==> src/rtl/rf_pkg.sv <==
package rf_pkg;

  // Byte offsets of the register groups inside the window
  localparam logic [7:0] OFF_DIN  = 8'h00;
  localparam logic [7:0] OFF_DOUT = 8'h08;
  localparam logic [7:0] OFF_DIR  = 8'h10;
  localparam logic [7:0] OFF_DRV  = 8'h18;
  localparam logic [7:0] OFF_OE   = 8'h20;
  localparam logic [7:0] OFF_MC   = 8'h30;
  localparam logic [7:0] OFF_MASK = 8'h32;
  localparam logic [7:0] OFF_PROT = 8'hC0;
  localparam logic [7:0] OFF_SEC  = 8'hC2;
  localparam logic [7:0] OFF_PAGE = 8'hE0;

  localparam int MAX_PORTS = 8;
  localparam int MC_BANKS  = 2;

  // True when the enabled lanes of the current word cover byte offset off
  function automatic logic byte_we(input logic wen_lo, input logic wen_hi,
                                   input logic [7:0] word_addr, input logic [7:0] off);
    return (wen_lo && (word_addr == off)) ||
           (wen_hi && ({word_addr[7:1], 1'b1} == off));
  endfunction

  // Lane of the write word that carries byte offset off
  function automatic logic [7:0] lane_data(input logic [15:0] wdata, input logic [7:0] off);
    return off[0] ? wdata[15:8] : wdata[7:0];
  endfunction

  // Host load through a mask: set mask bits keep the old value
  function automatic logic [7:0] mask_load(input logic [7:0] old_v, input logic [7:0] new_v,
                                           input logic [7:0] mask);
    return (new_v & ~mask) | (old_v & mask);
  endfunction

  // Host view through a mask: set mask bits read as zero
  function automatic logic [7:0] mask_view(input logic [7:0] q, input logic [7:0] mask);
    return q & ~mask;
  endfunction

endpackage

==> src/rtl/rf_lane_decode.sv <==
module rf_lane_decode #(
  parameter int LANE_SEL = 0
) (
  input  logic       cs,
  input  logic [7:0] addr,
  input  logic       wr_lo,
  input  logic       wr_hi,
  input  logic       bhe_n,
  output logic       wen_lo,
  output logic       wen_hi,
  output logic [7:0] word_addr
);

  assign word_addr = {addr[7:1], 1'b0};

  generate
    if (LANE_SEL == 0) begin : g_bhe
      // single strobe, lane picked by address bit 0 and high-byte enable
      logic unused_hi;
      assign unused_hi = wr_hi;
      assign wen_lo = cs && wr_lo && !addr[0];
      assign wen_hi = cs && wr_lo && !bhe_n;
    end else begin : g_strobe
      // separate strobes per lane, address bit 0 not used
      logic unused_sel;
      assign unused_sel = bhe_n ^ addr[0];
      assign wen_lo = cs && wr_lo;
      assign wen_hi = cs && wr_hi;
    end
  endgenerate

endmodule

==> src/rtl/rf_port_bank.sv <==
module rf_port_bank
  import rf_pkg::*;
#(
  parameter int NUM_PORTS = 4
) (
  input  logic                   clk,
  input  logic                   rst_n,
  input  logic                   wen_lo,
  input  logic                   wen_hi,
  input  logic [7:0]             word_addr,
  input  logic [15:0]            wdata,
  output logic [NUM_PORTS*8-1:0] dout_q,
  output logic [NUM_PORTS*8-1:0] dir_q,
  output logic [NUM_PORTS*8-1:0] drv_q
);

  for (genvar p = 0; p < NUM_PORTS; p++) begin : g_port
    localparam logic [7:0] A_DOUT = OFF_DOUT + 8'(p);
    localparam logic [7:0] A_DIR  = OFF_DIR  + 8'(p);
    localparam logic [7:0] A_DRV  = OFF_DRV  + 8'(p);

    logic we_dout, we_dir, we_drv;
    assign we_dout = byte_we(wen_lo, wen_hi, word_addr, A_DOUT);
    assign we_dir  = byte_we(wen_lo, wen_hi, word_addr, A_DIR);
    assign we_drv  = byte_we(wen_lo, wen_hi, word_addr, A_DRV);

    always_ff @(posedge clk or negedge rst_n) begin
      if (!rst_n) begin
        dout_q[p*8 +: 8] <= '0;
        dir_q[p*8 +: 8]  <= '0;
        drv_q[p*8 +: 8]  <= '0;
      end else begin
        if (we_dout) dout_q[p*8 +: 8] <= lane_data(wdata, A_DOUT);
        if (we_dir)  dir_q[p*8 +: 8]  <= lane_data(wdata, A_DIR);
        if (we_drv)  drv_q[p*8 +: 8]  <= lane_data(wdata, A_DRV);
      end
    end
  end

endmodule

==> src/rtl/rf_macro_bank.sv <==
module rf_macro_bank
  import rf_pkg::*;
(
  input  logic                 clk,
  input  logic                 rst_n,
  input  logic                 wen_lo,
  input  logic                 wen_hi,
  input  logic [7:0]           word_addr,
  input  logic [15:0]          wdata,
  input  logic [MC_BANKS*8-1:0] mc_next,
  input  logic [MC_BANKS*8-1:0] mc_upd,
  output logic [MC_BANKS*8-1:0] mc_q,
  output logic [MC_BANKS*8-1:0] mask_q
);

  for (genvar b = 0; b < MC_BANKS; b++) begin : g_bank
    localparam logic [7:0] A_MC   = OFF_MC   + 8'(b);
    localparam logic [7:0] A_MASK = OFF_MASK + 8'(b);

    logic [7:0] q, m, arr_nxt;
    logic       host_mc, host_mask;

    assign host_mc   = byte_we(wen_lo, wen_hi, word_addr, A_MC);
    assign host_mask = byte_we(wen_lo, wen_hi, word_addr, A_MASK);
    // array side: per-bit load from the logic array
    assign arr_nxt   = (mc_next[b*8 +: 8] & mc_upd[b*8 +: 8]) | (q & ~mc_upd[b*8 +: 8]);

    always_ff @(posedge clk or negedge rst_n) begin
      if (!rst_n) begin
        q <= '0;
        m <= '0;
      end else begin
        // host wins on unmasked bits; masked bits keep the array result
        q <= host_mc ? mask_load(arr_nxt, lane_data(wdata, A_MC), m) : arr_nxt;
        if (host_mask) m <= lane_data(wdata, A_MASK);
      end
    end

    assign mc_q[b*8 +: 8]   = q;
    assign mask_q[b*8 +: 8] = m;
  end

endmodule

==> src/rtl/rf_gpio_window.sv <==
module rf_gpio_window
  import rf_pkg::*;
#(
  parameter int NUM_PORTS = 4,
  parameter int LANE_SEL  = 0
) (
  input  logic                   clk,
  input  logic                   rst_n,
  input  logic                   cs,
  input  logic [7:0]             addr,
  input  logic                   rd,
  input  logic                   wr_lo,
  input  logic                   wr_hi,
  input  logic                   bhe_n,
  input  logic [15:0]            wdata,
  output logic [15:0]            rdata,
  input  logic [NUM_PORTS*8-1:0] pin_in,
  input  logic [NUM_PORTS*8-1:0] drv_en,
  output logic [NUM_PORTS*8-1:0] pin_out,
  output logic [NUM_PORTS*8-1:0] pin_dir,
  output logic [NUM_PORTS*8-1:0] pin_drv,
  input  logic [15:0]            mc_next,
  input  logic [15:0]            mc_upd,
  output logic [15:0]            mc_q,
  input  logic [7:0]             prot_main,
  input  logic [3:0]             prot_sec,
  input  logic                   sec_lock,
  output logic [7:0]             page_o
);

  localparam int PW = NUM_PORTS * 8;

  // named internal events, also used by the bound checker
  logic       wen_lo, wen_hi;
  logic [7:0] word_addr;
  logic       rd_fire;
  logic [7:0] rd_base;
  logic [7:0] page_q;
  logic [15:0] mask_q;
  logic [7:0] rd_byte [2];

  rf_lane_decode #(.LANE_SEL(LANE_SEL)) u_lane (
    .cs(cs), .addr(addr), .wr_lo(wr_lo), .wr_hi(wr_hi), .bhe_n(bhe_n),
    .wen_lo(wen_lo), .wen_hi(wen_hi), .word_addr(word_addr)
  );

  rf_port_bank #(.NUM_PORTS(NUM_PORTS)) u_ports (
    .clk(clk), .rst_n(rst_n), .wen_lo(wen_lo), .wen_hi(wen_hi),
    .word_addr(word_addr), .wdata(wdata),
    .dout_q(pin_out), .dir_q(pin_dir), .drv_q(pin_drv)
  );

  rf_macro_bank u_macro (
    .clk(clk), .rst_n(rst_n), .wen_lo(wen_lo), .wen_hi(wen_hi),
    .word_addr(word_addr), .wdata(wdata),
    .mc_next(mc_next), .mc_upd(mc_upd), .mc_q(mc_q), .mask_q(mask_q)
  );

  // page register
  always_ff @(posedge clk or negedge rst_n) begin
    if (!rst_n) page_q <= '0;
    else if (byte_we(wen_lo, wen_hi, word_addr, OFF_PAGE))
      page_q <= lane_data(wdata, OFF_PAGE);
  end
  assign page_o = page_q;

  // read side
  assign rd_fire = cs && rd;
  assign rd_base = {addr[7:1], 1'b0};

  always_comb begin
    for (int l = 0; l < 2; l++) begin
      rd_byte[l] = '0;
      for (int p = 0; p < NUM_PORTS; p++) begin
        if ((rd_base | 8'(l)) == (OFF_DIN  + 8'(p))) rd_byte[l] = pin_in[p*8 +: 8];
        if ((rd_base | 8'(l)) == (OFF_DOUT + 8'(p))) rd_byte[l] = pin_out[p*8 +: 8];
        if ((rd_base | 8'(l)) == (OFF_DIR  + 8'(p))) rd_byte[l] = pin_dir[p*8 +: 8];
        if ((rd_base | 8'(l)) == (OFF_DRV  + 8'(p))) rd_byte[l] = pin_drv[p*8 +: 8];
        if ((rd_base | 8'(l)) == (OFF_OE   + 8'(p))) rd_byte[l] = drv_en[p*8 +: 8];
      end
      for (int b = 0; b < MC_BANKS; b++) begin
        if ((rd_base | 8'(l)) == (OFF_MC + 8'(b)))
          rd_byte[l] = mask_view(mc_q[b*8 +: 8], mask_q[b*8 +: 8]);
        if ((rd_base | 8'(l)) == (OFF_MASK + 8'(b)))
          rd_byte[l] = mask_q[b*8 +: 8];
      end
      if ((rd_base | 8'(l)) == OFF_PROT) rd_byte[l] = prot_main;
      if ((rd_base | 8'(l)) == OFF_SEC)  rd_byte[l] = {sec_lock, 3'b000, prot_sec};
      if ((rd_base | 8'(l)) == OFF_PAGE) rd_byte[l] = page_q;
    end
  end

  always_ff @(posedge clk or negedge rst_n) begin
    if (!rst_n) rdata <= '0;
    else if (rd_fire) rdata <= {rd_byte[1], rd_byte[0]};
  end

  logic unused_pw;
  assign unused_pw = (PW > MAX_PORTS * 8);

endmodule

==> config.mk <==
export PLATFORM = sky130hd
export DESIGN_NAME = rf_gpio_window
export DESIGN_NICKNAME = d
export VERILOG_FILES = /design/src/rtl/rf_pkg.sv /design/src/rtl/rf_lane_decode.sv /design/src/rtl/rf_port_bank.sv /design/src/rtl/rf_macro_bank.sv /design/src/rtl/rf_gpio_window.sv
export SDC_FILE = /design/constraint.sdc
export NUM_CORES = 1
export LEC_CHECK = 0
export BUFFER_PORTS_ARGS = -buffer_cell sky130_fd_sc_hd__buf_2
export CORE_UTILIZATION = 35
export CTS_CLUSTER_SIZE = 25
export DETAILED_ROUTE_END_ITERATION = 16
export MAX_ROUTING_LAYER = met4
export SLEW_MARGIN = 20
export SYNTH_ARGS = -nofsm -noshare
export SYNTH_HDL_FRONTEND = slang
export SYNTH_SLANG_ARGS = --single-unit
export TNS_END_PERCENT = 50
==> constraint.sdc <==
create_clock -name clk -period 2.8 [get_ports clk]
set_clock_uncertainty 0.1 [all_clocks]
set_input_delay 0.42 -clock clk [delete_from_list [all_inputs] [get_ports clk]]
set_output_delay 0.42 -clock clk [all_outputs]
set_load 0.03 [all_outputs]
# ---- After elaboration in Yosys (flattened, before gate mapping)
# Cells that the tools add are included.
dict set report word_totals {
  inputBits 140
  register_bits 152
  elab_cells 106
  output_inout_bits 136
}
dict set report op_classes {
  n_eq_ne 14
  bitwise 18
  reduce_logical 26
  n_mux 30
}
# operator n
set op_table {}
lappend op_table {{$mux W8} 30}
lappend op_table {{$and A8 B8 Y8} 10}
lappend op_table {{$not A8 Y8} 4}
lappend op_table {{$or A8 B8 Y8} 4}
lappend op_table {{$eq A7 B4 Y1 const B} 4}
lappend op_table {{$eq A7 B5 Y1 const B} 4}
lappend op_table {{$eq A7 B7 Y1 const B} 3}
lappend op_table {{$logic_and A1 B1 Y1} 21}
lappend op_table {{$logic_not A8 Y1} 2}
lappend op_table {{$eq A7 B3 Y1 const B} 2}
lappend op_table {{$eq A7 B1 Y1 const B} 1}
lappend op_table {{$logic_not A7 Y1} 1}
lappend op_table {{$logic_not A1 Y1} 2}

# ---- Longest topological paths before layout
# Gate-level depths: netlist (run 1).
dict set report depth {
  depth_word 16
  mapped_depth 9
}

# ---- Cells and area by module
# A second synthesis (run 1) with hierarchy kept.
dict set report unflattened {
  hier_cells 774
  hier_area_um2 8931.1
}
# mod area_each_um2 seq_area_each_um2 instances cells_each
set by_module_without_submodules {}
lappend by_module_without_submodules {rf_port_bank 3738.6 2402.3 1 218}
lappend by_module_without_submodules {rf_gpio_window 3493.4 600.6 1 436}
lappend by_module_without_submodules {rf_macro_bank 1617.8 800.8 1 109}
lappend by_module_without_submodules {rf_lane_decode 81.3 0.0 1 11}

# ---- Worst setup path before layout (run 1)
# No wires, ideal clock.
dict set report synth_path {
  path_type {input -> register}
  start {input port addr[2]}
  end {register page_q[0] (netlist: page_o[0])}
  cell_stages 5
  n_path_buf 1
  setup_slack_ns 0.699
  arrival_time_ns 1.876
  required_ns 2.575
  cell_sequence {buf_4 -> nor4_4 -> nand3_4 -> nor3_4 -> mux2_2}
}
dict set report synth_via {
  elab_chain_len 2
}
# item line_no
set synth_lines {}
lappend synth_lines {{start, declared} rf_gpio_window.sv:10} ;# input logic [7:0] addr,
lappend synth_lines {{$eq A7 B7 Y1} rf_pkg.sv:21} ;# return (wen_lo && (word_addr == off)) ||
lappend synth_lines {{$logic_and A1 B1 Y1} rf_pkg.sv:21}
lappend synth_lines {{end signal, assigned} rf_gpio_window.sv:63} ;# page_q <= lane_data(wdata, OFF_PAGE);
lappend synth_lines {{end, declared} rf_gpio_window.sv:38} ;# logic [7:0] page_q;
# Every way passes these cells.
# A chain may end at the register's enable or synchronous reset.

# ---- Final worst setup path (run 1)
dict set report layout_path {
  start {input port addr[4]}
  end {register rdata[9]}
}
dict set report layout_via {
  elab_chain_len 14
  word_cells_on_any_way 26
  classes_between {11 x eq/ne; 13 x mux; 2 x reduce/logical}
}
# item line_no
set layout_lines {}
lappend layout_lines {{$logic_not A8 Y1} rf_gpio_window.sv:75} ;# if ((rd_base | 8'(l)) == (OFF_DIN + 8'(p))) rd_byte[l] = pin_in[p*8 +: 8];
lappend layout_lines {{$mux W8 (2 in series)} rf_gpio_window.sv:75}
lappend layout_lines {{$mux W8} rf_gpio_window.sv:76} ;# if ((rd_base | 8'(l)) == (OFF_DOUT + 8'(p))) rd_byte[l] = pin_out[p*8 +: 8];
lappend layout_lines {{$mux W8} rf_gpio_window.sv:77} ;# if ((rd_base | 8'(l)) == (OFF_DIR + 8'(p))) rd_byte[l] = pin_dir[p*8 +: 8];
lappend layout_lines {{$mux W8} rf_gpio_window.sv:78} ;# if ((rd_base | 8'(l)) == (OFF_DRV + 8'(p))) rd_byte[l] = pin_drv[p*8 +: 8];
lappend layout_lines {{$mux W8} rf_gpio_window.sv:79} ;# if ((rd_base | 8'(l)) == (OFF_OE + 8'(p))) rd_byte[l] = drv_en[p*8 +: 8];
lappend layout_lines {{$mux W8} rf_gpio_window.sv:75}
lappend layout_lines {{$mux W8} rf_gpio_window.sv:76}
lappend layout_lines {{$mux W8} rf_gpio_window.sv:77}
lappend layout_lines {{$mux W8} rf_gpio_window.sv:78}
lappend layout_lines {{$mux W8} rf_gpio_window.sv:79}
lappend layout_lines {{$mux W8} rf_gpio_window.sv:82} ;# if ((rd_base | 8'(l)) == (OFF_MC + 8'(b)))
lappend layout_lines {{$mux W8 *} rf_gpio_window.sv:84} ;# if ((rd_base | 8'(l)) == (OFF_MASK + 8'(b)))
lappend layout_lines {{end signal, assigned} rf_gpio_window.sv:95} ;# else if (rd_fire) rdata <= {rd_byte[1], rd_byte[0]};
lappend layout_lines {{end, declared} rf_gpio_window.sv:16} ;# output logic [15:0] rdata,
# Every way passes the cells marked *; elsewhere a longest branch is shown, timed or not.

==> results of run 1 <==
-- critical path: stages --
cell	delay, ns
buf_2	0.26
buf_4	0.24
nand3_1	0.42
a211oi_1	0.54
a2111oi_0	0.13
a221o_1	0.32
-- registers in the layout, indices dropped and copies added (netlist names) --
name	flops
u_ports.dir_q	32
u_ports.dout_q	32
u_ports.drv_q	32
rdata	16
u_macro.g_bank.m	16
u_macro.g_bank.q	16
page_o	8
-- cells by family (layout without fill, tap and decap cells) --
family	Yosys count	after routing	share of synthesized area [%]
AOI/OAI and AO/OA	166	166	14.20
buffers and inverters	48	347	3.060
DFF	152	152	46.99
muxes	165	165	25.29
other	0	2	0
and+or+nand+nor	148	148	10.46
-- synthesized netlist by cell type (3+ instances only) --
library cell,count
a2111oi_0,3
a211oi_1,7
a21oi_1,26
a221oi_1,9
a22oi_1,11
a32oi_1,3
and2_1,6
and3_1,4
buf_2,18
buf_4,8
clkbuf_1,11
dfrtp_1,152
inv_1,6
mux2_2,124
mux2i_1,20
mux4_2,19
nand2_1,40
nand2b_1,5
nand3_1,22
nor2_1,17
nor2b_1,15
nor3_1,5
nor3b_1,7
o2111ai_1,4
o211ai_1,5
o21ai_0,34
o221ai_1,3
o22ai_1,15
o2bb2ai_1,6
o31a_1,20
o31ai_1,3
or3_1,8
-- path summary, 6_finish.rpt --
| check | end | depth (start not counted) |
|---|---|---|
| min reg2reg | rdata[12] | 1 |
| min | rdata[0] | 3 |
| min in group asynchronous | u_macro.g_bank[1].q[0] | 2 |
| max in group asynchronous | u_ports.dout_q[19] | 3 |
| max reg2reg | rdata[6] | 5 |
| max | rdata[9] | 6 |
-- power by group --
group          internal, W  switching [W]  leakage (nW)
clock network      0.00126        0.00104         0.285
registers          0.00229      0.0000687          2.06
logic             0.000324       0.000527          2.92
-- stage by stage --
step	util [%]	instance area [um2]	instances
finish	46.34	10490	1265
CTS	46.32	10490	1263
floorplan	-	8095	679
global placement	43.70	9893	1230
global route	46.34	10490	1265
detailed placement	43.70	9893	1230
-- final cells by class --
class	instances	area (um2)	share of cell area, %
clock inverters	15	158.9	1.514
diodes	2	5.005	0.04770
well taps	285	356.6	3.399
clock buffers	17	425.4	4.054
flip-flops and latches	152	3804	36.25
repair buffers	308	1673	15.94
multi-input cells	479	4044	38.54
inverters	7	26.28	0.2504
-- metal layers --
layer	up-vias	GRT usage, %
li1	3193	-
met1	3466	34.42
met2	256	37.01
met3	19	4.932
met4	0	7.048
met5	-	-
==> flow_summary.toml, run 1 <==
[sta]
whs_ns = 0.1867
finalSetupTns_ns = 0
fmax_ghz = 0.4686
rsz0062_at_grt = "false"
setup_viol = 0
finalWorstPathRequiredPeriod_ns = 2.134
period_share_pct = 76.21
maxSlewHeadroom_pct = 40.06
tightest_slew_ns = 0.8969
report.final.hold_viol_count = 0
setup_ws_ns = 0.6660
drv_slew = 0

[place]
place_hpwl_um = 21750
dp_slack_ns = 0.1984
gp_congestion = 0.8864
port_buffers = 274

[clocking]
cts.sinks = 152
root_buffer = "clkbuf_16"
clock_path_buffers = 2
cts_resized = 0
ctsHoldBuffers = 1
h-tree-depth = 4
clock_latency_ns = 0.43
cts_buffers = 17
cts_tree = "built"
clk_pin_slew_ns = 0.07
postCtsSetupBuffers = 0

[setup_path]
crit_required_ns = 3.01
r2r-start = "u_ports.drv_q[6]"
start_kind = "input pin"
r2r_slack_ns = 0.90
critical_path_class = "input pin to register"
end_kind = "register"
critPathMaxFanout = 10
arrival_ns = 2.34
startpoint = "addr[4]"

[finish]
nets = 1105
nFillCells = 2162
layout_commonest_cell = "buf_2"
final_cell_mix = "buf_2 (273), dfrtp_1 (152), mux2_2 (124)"
area_delta_synth_final_pct = 29.61
layout-drive-gt1-share_pct = 50.51

[die]
ios = 276
rows = 55
core_mm2 = 0.02264
die-height_um = 154.1
die_w_um = 154.1
initial_core_util_pct = 35.76
die-area_mm2 = 0.02374

[synthesis]
yosysSeqAreaShare_pct = 46.99
synthArstFlopShare_pct = 100.0
yosys_most_used_dff = "dfrtp_1"
synth_top_area_share_pct = 46.99
yosysUniqueCellTypes = 65
synth_top_area_cell = "dfrtp_1"
ys_warn_count = 0
synth_area_leaders = "dfrtp_1 (47%), mux2_2 (17%), mux4_2 (5.3%)"
synth_edf_count = 0
netlist_instances = 679
ys_ff_latch = 152
netlist_area_mm2 = 0.008095
synth.avg_cell_area_um2 = 11.92
synth_nets = 819

[global_routing]
grt_pass1_wl_um = 42350
grt_max_degree = 59
grt_util_all_layers_pct = 24.91
grt_overflow = 0
antenna_found_initial = 3
first_global_vias = 6851

[outcome]
status = "finished, final reports clean"

[routing]
topRoutingLayerUsed = "met4"
ant_nets = 0
wl_per_cell_um = 22.29
drt_iter0_markers = 489
dr_wl_met2_um = 13050
dr_wl_met3_um = 1771
via_per_inst = 5.481
drcViolationCount = 0
drt-met1-wl_um = 13020
vias = 6934
dr.pass1.iters = 5
drt_wl_total_um = 28190

[power_and_ir_drop]
p_leak_nw = 5.259
ir_drop_v = 0.0003556
power_w = 0.005511
powerDensity_mw_per_mm2 = 525.3

[run]
drv_cap = 0

[min_path]
min-delay-start = "prot_sec[0]"
worstHoldPathType = "input pin to register"
Power figures use the tool's default switching activity.
==> run 2, diff against run 1 <==
--- a/config.mk
+++ b/config.mk
@@ -5,6 +5,7 @@
 export SDC_FILE = /design/constraint.sdc
 export NUM_CORES = 1
 export LEC_CHECK = 0
+export ABC_AREA = 1
 export BUFFER_PORTS_ARGS = -buffer_cell sky130_fd_sc_hd__buf_2
 export CORE_UTILIZATION = 35
 export CTS_CLUSTER_SIZE = 25
==> constraint.sdc (replaced) <==
create_clock -name clk -period 1.95 [get_ports clk]
set_clock_uncertainty 0.1 [all_clocks]
set_input_delay 0.2925 -clock clk [delete_from_list [all_inputs] [get_ports clk]]
set_output_delay 0.2925 -clock clk [all_outputs]
set_load 0.03 [all_outputs]
==> run 2 against run 1 <==
  * Hold slack lost 0.17 ns
  * Sequential share of layout area decreased by 0.38 points
  * Die area down 4.9%
==> flow_summary.toml, run 2 <==
[outcome]
status = "finished, final reports clean"

[run]
drv_cap = 0

[sta]
report.final.hold_viol_count = 0
fmax_ghz = 0.6046
maxSlewHeadroom_pct = 65.47
finalWorstPathRequiredPeriod_ns = 1.654
setup_viol = 0
period_share_pct = 84.81
tightest_slew_ns = 0.5168
drv_slew = 0
finalSetupTns_ns = 0
rsz0062_at_grt = "false"

[synthesis]
synth_mux_area_share_pct = 2.212
synthTopCellsByCount = "nand2_1 (362), dfrtp_1 (152), o21ai_0 (144), inv_1 (77), nor2_1 (62)"
synth-simple-area-share_pct = 29.35
synth.avg_cell_area_um2 = 7.678
synth_fa_ha_area_share_pct = 0
synth_top_area_cell = "dfrtp_1"
synth_top_area_share_pct = 49.44
synth-xor-area-share_pct = 0
synth_compound_area_share_pct = 12.57
yosysUniqueCellTypes = 35
post-synth-top-count-cell = "nand2_1"
synth_top_family_by_area = "simple AND/OR/NAND/NOR gates"
ys_ff_latch = 152
synthArstFlopShare_pct = 100.0
synth_area_leaders = "dfrtp_1 (49%), nand2_1 (18%), o21ai_0 (9.4%)"
yosys_most_used_dff = "dfrtp_1"
netlist_instances = 1002
synth_edf_count = 0
yosysSeqAreaShare_pct = 49.44
ys_warn_count = 0
netlist_area_mm2 = 0.007694
synth_nets = 1142

[place]
place_hpwl_um = 20500
port_buffers = 274
dpl-instance-area_mm2 = 0.009891
gp_congestion = 0.8698

[global_routing]
first_global_vias = 7432
grt_overflow = 0
grt_pass1_wl_um = 39940
grt_util_all_layers_pct = 24.36
grt_max_degree = 49
antenna_found_initial = 1

[routing]
vias = 7850
drt_wl_total_um = 26190
drcViolationCount = 0
wl_per_cell_um = 16.02
dr.pass1.iters = 5
via_per_inst = 4.801
drt_iter0_markers = 447
ant_nets = 0

[power_and_ir_drop]
sw_frac_of_total_pct = 27.76
combPwrFrac_pct = 12.2
power_w = 0.007612
ir_drop_v = 0.0005160
pwr-share-clk_pct = 43.5
p_leak_nw = 5.628
powerDensity_mw_per_mm2 = 717.9
power_frac_seq_pct = 44.3
p_sw_w = 0.002113
p_int_w = 0.005499

[clocking]
cts_buffers = 17
cts.sinks = 152
clk_pin_slew_ns = 0.07
clock_path_buffers = 2
ctsHoldBuffers = 13
cts_tree = "built"
postCtsSetupBuffers = 0
cts_resized = 0
h-tree-depth = 4
clock_latency_ns = 0.43
root_buffer = "clkbuf_16"

[min_path]
whs_endpoint = "u_macro.g_bank[1].q[4]"
min-delay-start = "wdata[12]"
worstHoldPathType = "input pin to register"
whs_path_depth = 3

[setup_path]
worstRegToRegCells = 10
crit_required_ns = 2.17
end_kind = "register"
start_kind = "input pin"
critical_path_class = "input pin to register"
r2r-end = "rdata[8]"
r2r-start = "u_ports.dout_q[8]"
r2r_slack_ns = 0.39
critPathMaxFanout = 13
arrival_ns = 1.87

[die]
ios = 276
rows = 53
core_mm2 = 0.02129
initial_core_util_pct = 36.14
die-area_mm2 = 0.02258
die_w_um = 150.3
die-height_um = 150.3

[finish]
nets = 1486
area_delta_synth_final_pct = 37.81
layout_commonest_cell = "nand2_1"
reg_top3 = "u_ports.dir_q (32), u_ports.dout_q (32), u_ports.drv_q (32)"
final_cell_mix = "nand2_1 (362), buf_2 (273), dfrtp_1 (152)"
utilization_pct = 49.81
layout-drive-gt1-share_pct = 30.39
design_area_mm2 = 0.01060
## run 2: cell types whose count changed in the layout (fill, tap and decap cells not counted), sizes merged, moves of 35 or more
cell / change
inv: +77
mux2: -126
o21ai: +110
nor2: +52
nand2: +330
buf: +35
## run 2: kinds of logic (layout without fill, tap and decap cells)
logic type / after synthesis / in the layout
other: 0 / 1
buffers and inverters: 119 / 476
and+or+nand+nor: 527 / 527
muxes: 17 / 17
DFF: 152 / 152
AOI/OAI and AO/OA: 187 / 187
## run 2: how the worst max path moves through the flow
stage	from	to
after CTS	addr[1]	rdata[12]
after floorplan	addr[2]	rdata[3]
final	addr[1]	rdata[12]
after detailed placement	addr[3]	u_macro.g_bank[0].m[5]
after global placement	addr[1]	rdata[8]
after global routing	addr[1]	rdata[7]
## run 2: area by class of cell
cell class,count,area [um2]
multi-input combinational,731,3396
sequential,152,3804
clock inverter,13,146.4
tap,275,344.1
timing repair buffer,355,2143
inverter,89,334.1
fill,2144,10680
clock buffer,19,432.9
antenna,1,2.502
## run 2: power by group through the flow
stage / clock [W] / sequential (W) / combinational [W]
6_report: 0.00331 / 0.00337 / 0.000928
2_1_floorplan: 0 / 0.00363 / 0.000217
3_5_place_dp: 0 / 0.00343 / 0.000920
4_1_cts: 0.00338 / 0.00337 / 0.000944
5_1_grt: 0.00352 / 0.00338 / 0.00101
3_3_place_gp: 0 / 0.00342 / 0.000914
## run 2: worst max-delay path, cell delays in order
cell and delay, ns:
buf_2 0.13, nor2_1 0.10, nand2_1 0.12, nor2_4 0.04, buf_12 0.14, buf_12 0.12, nand2_1 0.04, nand3_1 0.10
a21oi_1 0.16, nand4_1 0.17, mux2i_1 0.21, nand4_1 0.10, nand2_1 0.08, nand2_1 0.04
## run 2: metrics by stage
stage          hold WS, ns  setup slack, ns  std cells
2_1_floorplan      -0.1031           0.2637       1002
3_3_place_gp        0.1800          -0.1331       1589
3_5_place_dp        0.1763          -0.1272       1589
4_1_cts           0.002778           0.2884       1634
5_1_grt            0.01097           0.1277       1635
6_report           0.01915           0.2961       1635
## run 2: routing by layer
metal,track usage [%],vias up,routed length [um]
li1,-,3937,-
met1,29.76,3619,11030
met2,40.74,271,12980
met3,5.576,23,1843
met4,5.707,0,337
met5,-,-,0
==> run 3, diff against run 2 <==
--- a/config.mk
+++ b/config.mk
@@ -5,7 +5,7 @@
 export SDC_FILE = /design/constraint.sdc
 export NUM_CORES = 1
 export LEC_CHECK = 0
-export ABC_AREA = 1
+export ABC_AREA = 0
 export BUFFER_PORTS_ARGS = -buffer_cell sky130_fd_sc_hd__buf_2
 export CORE_UTILIZATION = 35
 export CTS_CLUSTER_SIZE = 25
==> constraint.sdc (replaced) <==
create_clock -name clk -period 1.6 [get_ports clk]
set_clock_uncertainty 0.1 [all_clocks]
set_input_delay 0.24 -clock clk [delete_from_list [all_inputs] [get_ports clk]]
set_output_delay 0.24 -clock clk [all_outputs]
set_load 0.03 [all_outputs]
==> run 3 against run 2 <==
  * The run now ends with negative setup slack left
  * First-iteration DRC count rose by 37%
  * Final cell count fell by 16%
  * Final area rose by 11%
  * Highest routed layer unchanged
  * Critical path type is now register to register
  * Setup slack got worse by 0.40 ns
==> flow_summary.toml, run 3 (synthesis gave the netlist of run 1 again) <==
[finish]
final_cell_mix = "buf_2 (272), dfrtp_1 (151), buf_4 (130)"
layout-drive-gt1-share_pct = 59.17
layout_commonest_cell = "buf_2"
nFillCells = 2065
nets = 1217
stdcell_count = 1381
reg_top3 = "u_ports.dir_q (32), u_ports.dout_q (32), u_ports.drv_q (32)"
area_delta_synth_final_pct = 45.70

[clocking]
cts_tree = "built"
clk_pin_slew_ns = 0.07
h-tree-depth = 4
root_buffer = "clkbuf_16"
clock_latency_ns = 0.44
cts.sinks = 152
clock_path_buffers = 2
cts_buffers = 17

[sta]
drv_slew = 0
setup_viol = 7
rsz0062_at_grt = "true"
tightest_slew_ns = 0.3867
maxSlewHeadroom_pct = 73.89
report.final.hold_viol_count = 0
fmax_ghz = 0.5854
whs_ns = 0.01951
finalWorstPathRequiredPeriod_ns = 1.708
period_share_pct = 106.8
setup_ws_ns = -0.1084

[setup_path]
critical_path_class = "register to register"
start_kind = "register"
arrival_ns = 1.92
critPathMaxFanout = 2
crit_required_ns = 1.81
end_kind = "register"

[power_and_ir_drop]
p_leak_nw = 5.976
power_w = 0.01030
powerDensity_mw_per_mm2 = 873.2
ir_drop_v = 0.0006210

[global_routing]
grt_overflow = 0
grt_util_all_layers_pct = 26.33
antenna_found_initial = 6
first_global_vias = 7403
grt_pass1_wl_um = 45020
grt_max_degree = 39

[die]
core_mm2 = 0.02264
initial_core_util_pct = 35.76
die-area_mm2 = 0.02374
die_w_um = 154.1
ios = 276
die-height_um = 154.1
rows = 55

[place]
gp_congestion = 0.8881
dp_cells = 1336
dp_slack_ns = -0.4279
place_hpwl_um = 23400
port_buffers = 274

[routing]
wl_per_cell_um = 21.72
drt_iter0_markers = 614
via_per_inst = 5.397
vias = 7453
ant_nets = 0
dr.pass1.iters = 5
drt_wl_total_um = 30000
drcViolationCount = 0

[run]
drv_cap = 0

[outcome]
status = "finished, violations left"
violations = "negative setup slack"

[min_path]
worstHoldPathType = "input pin to register"
-- run 3: changes by cell type in the layout (fill, tap and decap cells not counted), sizes merged, moves of 12 or more --
| cell | before | now |
|---|---|---|
| buf | 342 | 418 |
| dlygate4sd3 | 13 | 1 |
| inv | 91 | 10 |
| mux2 | 0 | 126 |
| mux4 | 0 | 19 |
| nand2 | 370 | 40 |
| nand3 | 50 | 24 |
| nand4 | 17 | 1 |
| nor2 | 70 | 18 |
| nor2b | 0 | 15 |
| o21ai | 145 | 35 |
| o22ai | 0 | 15 |
| o31a | 0 | 20 |
| or2 | 14 | 1 |
-- run 3: per-stage QoR --
stage	TNS, ns	utilization [%]	instance area, um2
CTS	-0.3869	51.33	11620
detailed placement	-46.78	48.10	10890
global placement	-45.33	48.10	10890
floorplan	-10.20	-	8250
finish	-0.4223	52.10	11800
global route	-0.8841	52.10	11800
-- run 3: worst max-delay path, stage by stage, from the launching register on --
cell and delay [ns]:
dfrtp_1 0.38, mux4_2 0.51, o2bb2ai_2 0.15, a221oi_2 0.20, buf_4 0.18, o22ai_2 0.06
-- run 3: timing repair --
action | in CTS | in global routing
pin swaps | 0 | 15
resized for setup | 10 | 31
hold buffers | 1 | 0
endpoints found under the hold margin | 152 | 0
endpoints found under the setup margin | 9 | 46
buffers inserted | 3 | 3
-- run 3: layout make-up --
cell class	count	area [um2]	share of cell area, %
clock inverters	13	190.2	1.612
multi-input cells	479	4292	36.38
well taps	285	356.6	3.023
inverters	7	26.28	0.2228
flip-flops and latches	152	3805	32.26
clock buffers	19	452.9	3.840
diodes	6	15.01	0.1273
repair buffers	420	2658	22.53
-- run 3: worst paths after layout --
path	end	slack, ns	startpoint	depth (start not counted)
setup reg to reg	rdata[14]	-0.11	u_ports.drv_q[30]	5
hold reg to reg	u_ports.dout_q[31]	0.42	u_ports.dout_q[31]	1
setup / recovery	rdata[14]	-0.11	u_ports.drv_q[30]	5
max in group asynchronous	u_ports.drv_q[25]	0.67	rst_n	3
hold / removal	rdata[2]	0.02	prot_sec[2]	3
min in group asynchronous	u_macro.g_bank[1].q[4]	0.17	rst_n	2
-- run 3: power breakdown --
group,total [W],switching (W),internal [W]
sequential,0.00412,0.000121,0.00400
clock,0.00446,0.00175,0.00271
combinational,0.00171,0.00100,0.000709
total,0.0103,0.00287,0.00743
-- run 3: layer usage --
metal	track usage, %	wire length [um]
met1	35.92	13660
met2	38.64	13770
met3	5.919	1895
met4	8.571	677
met5	-	0
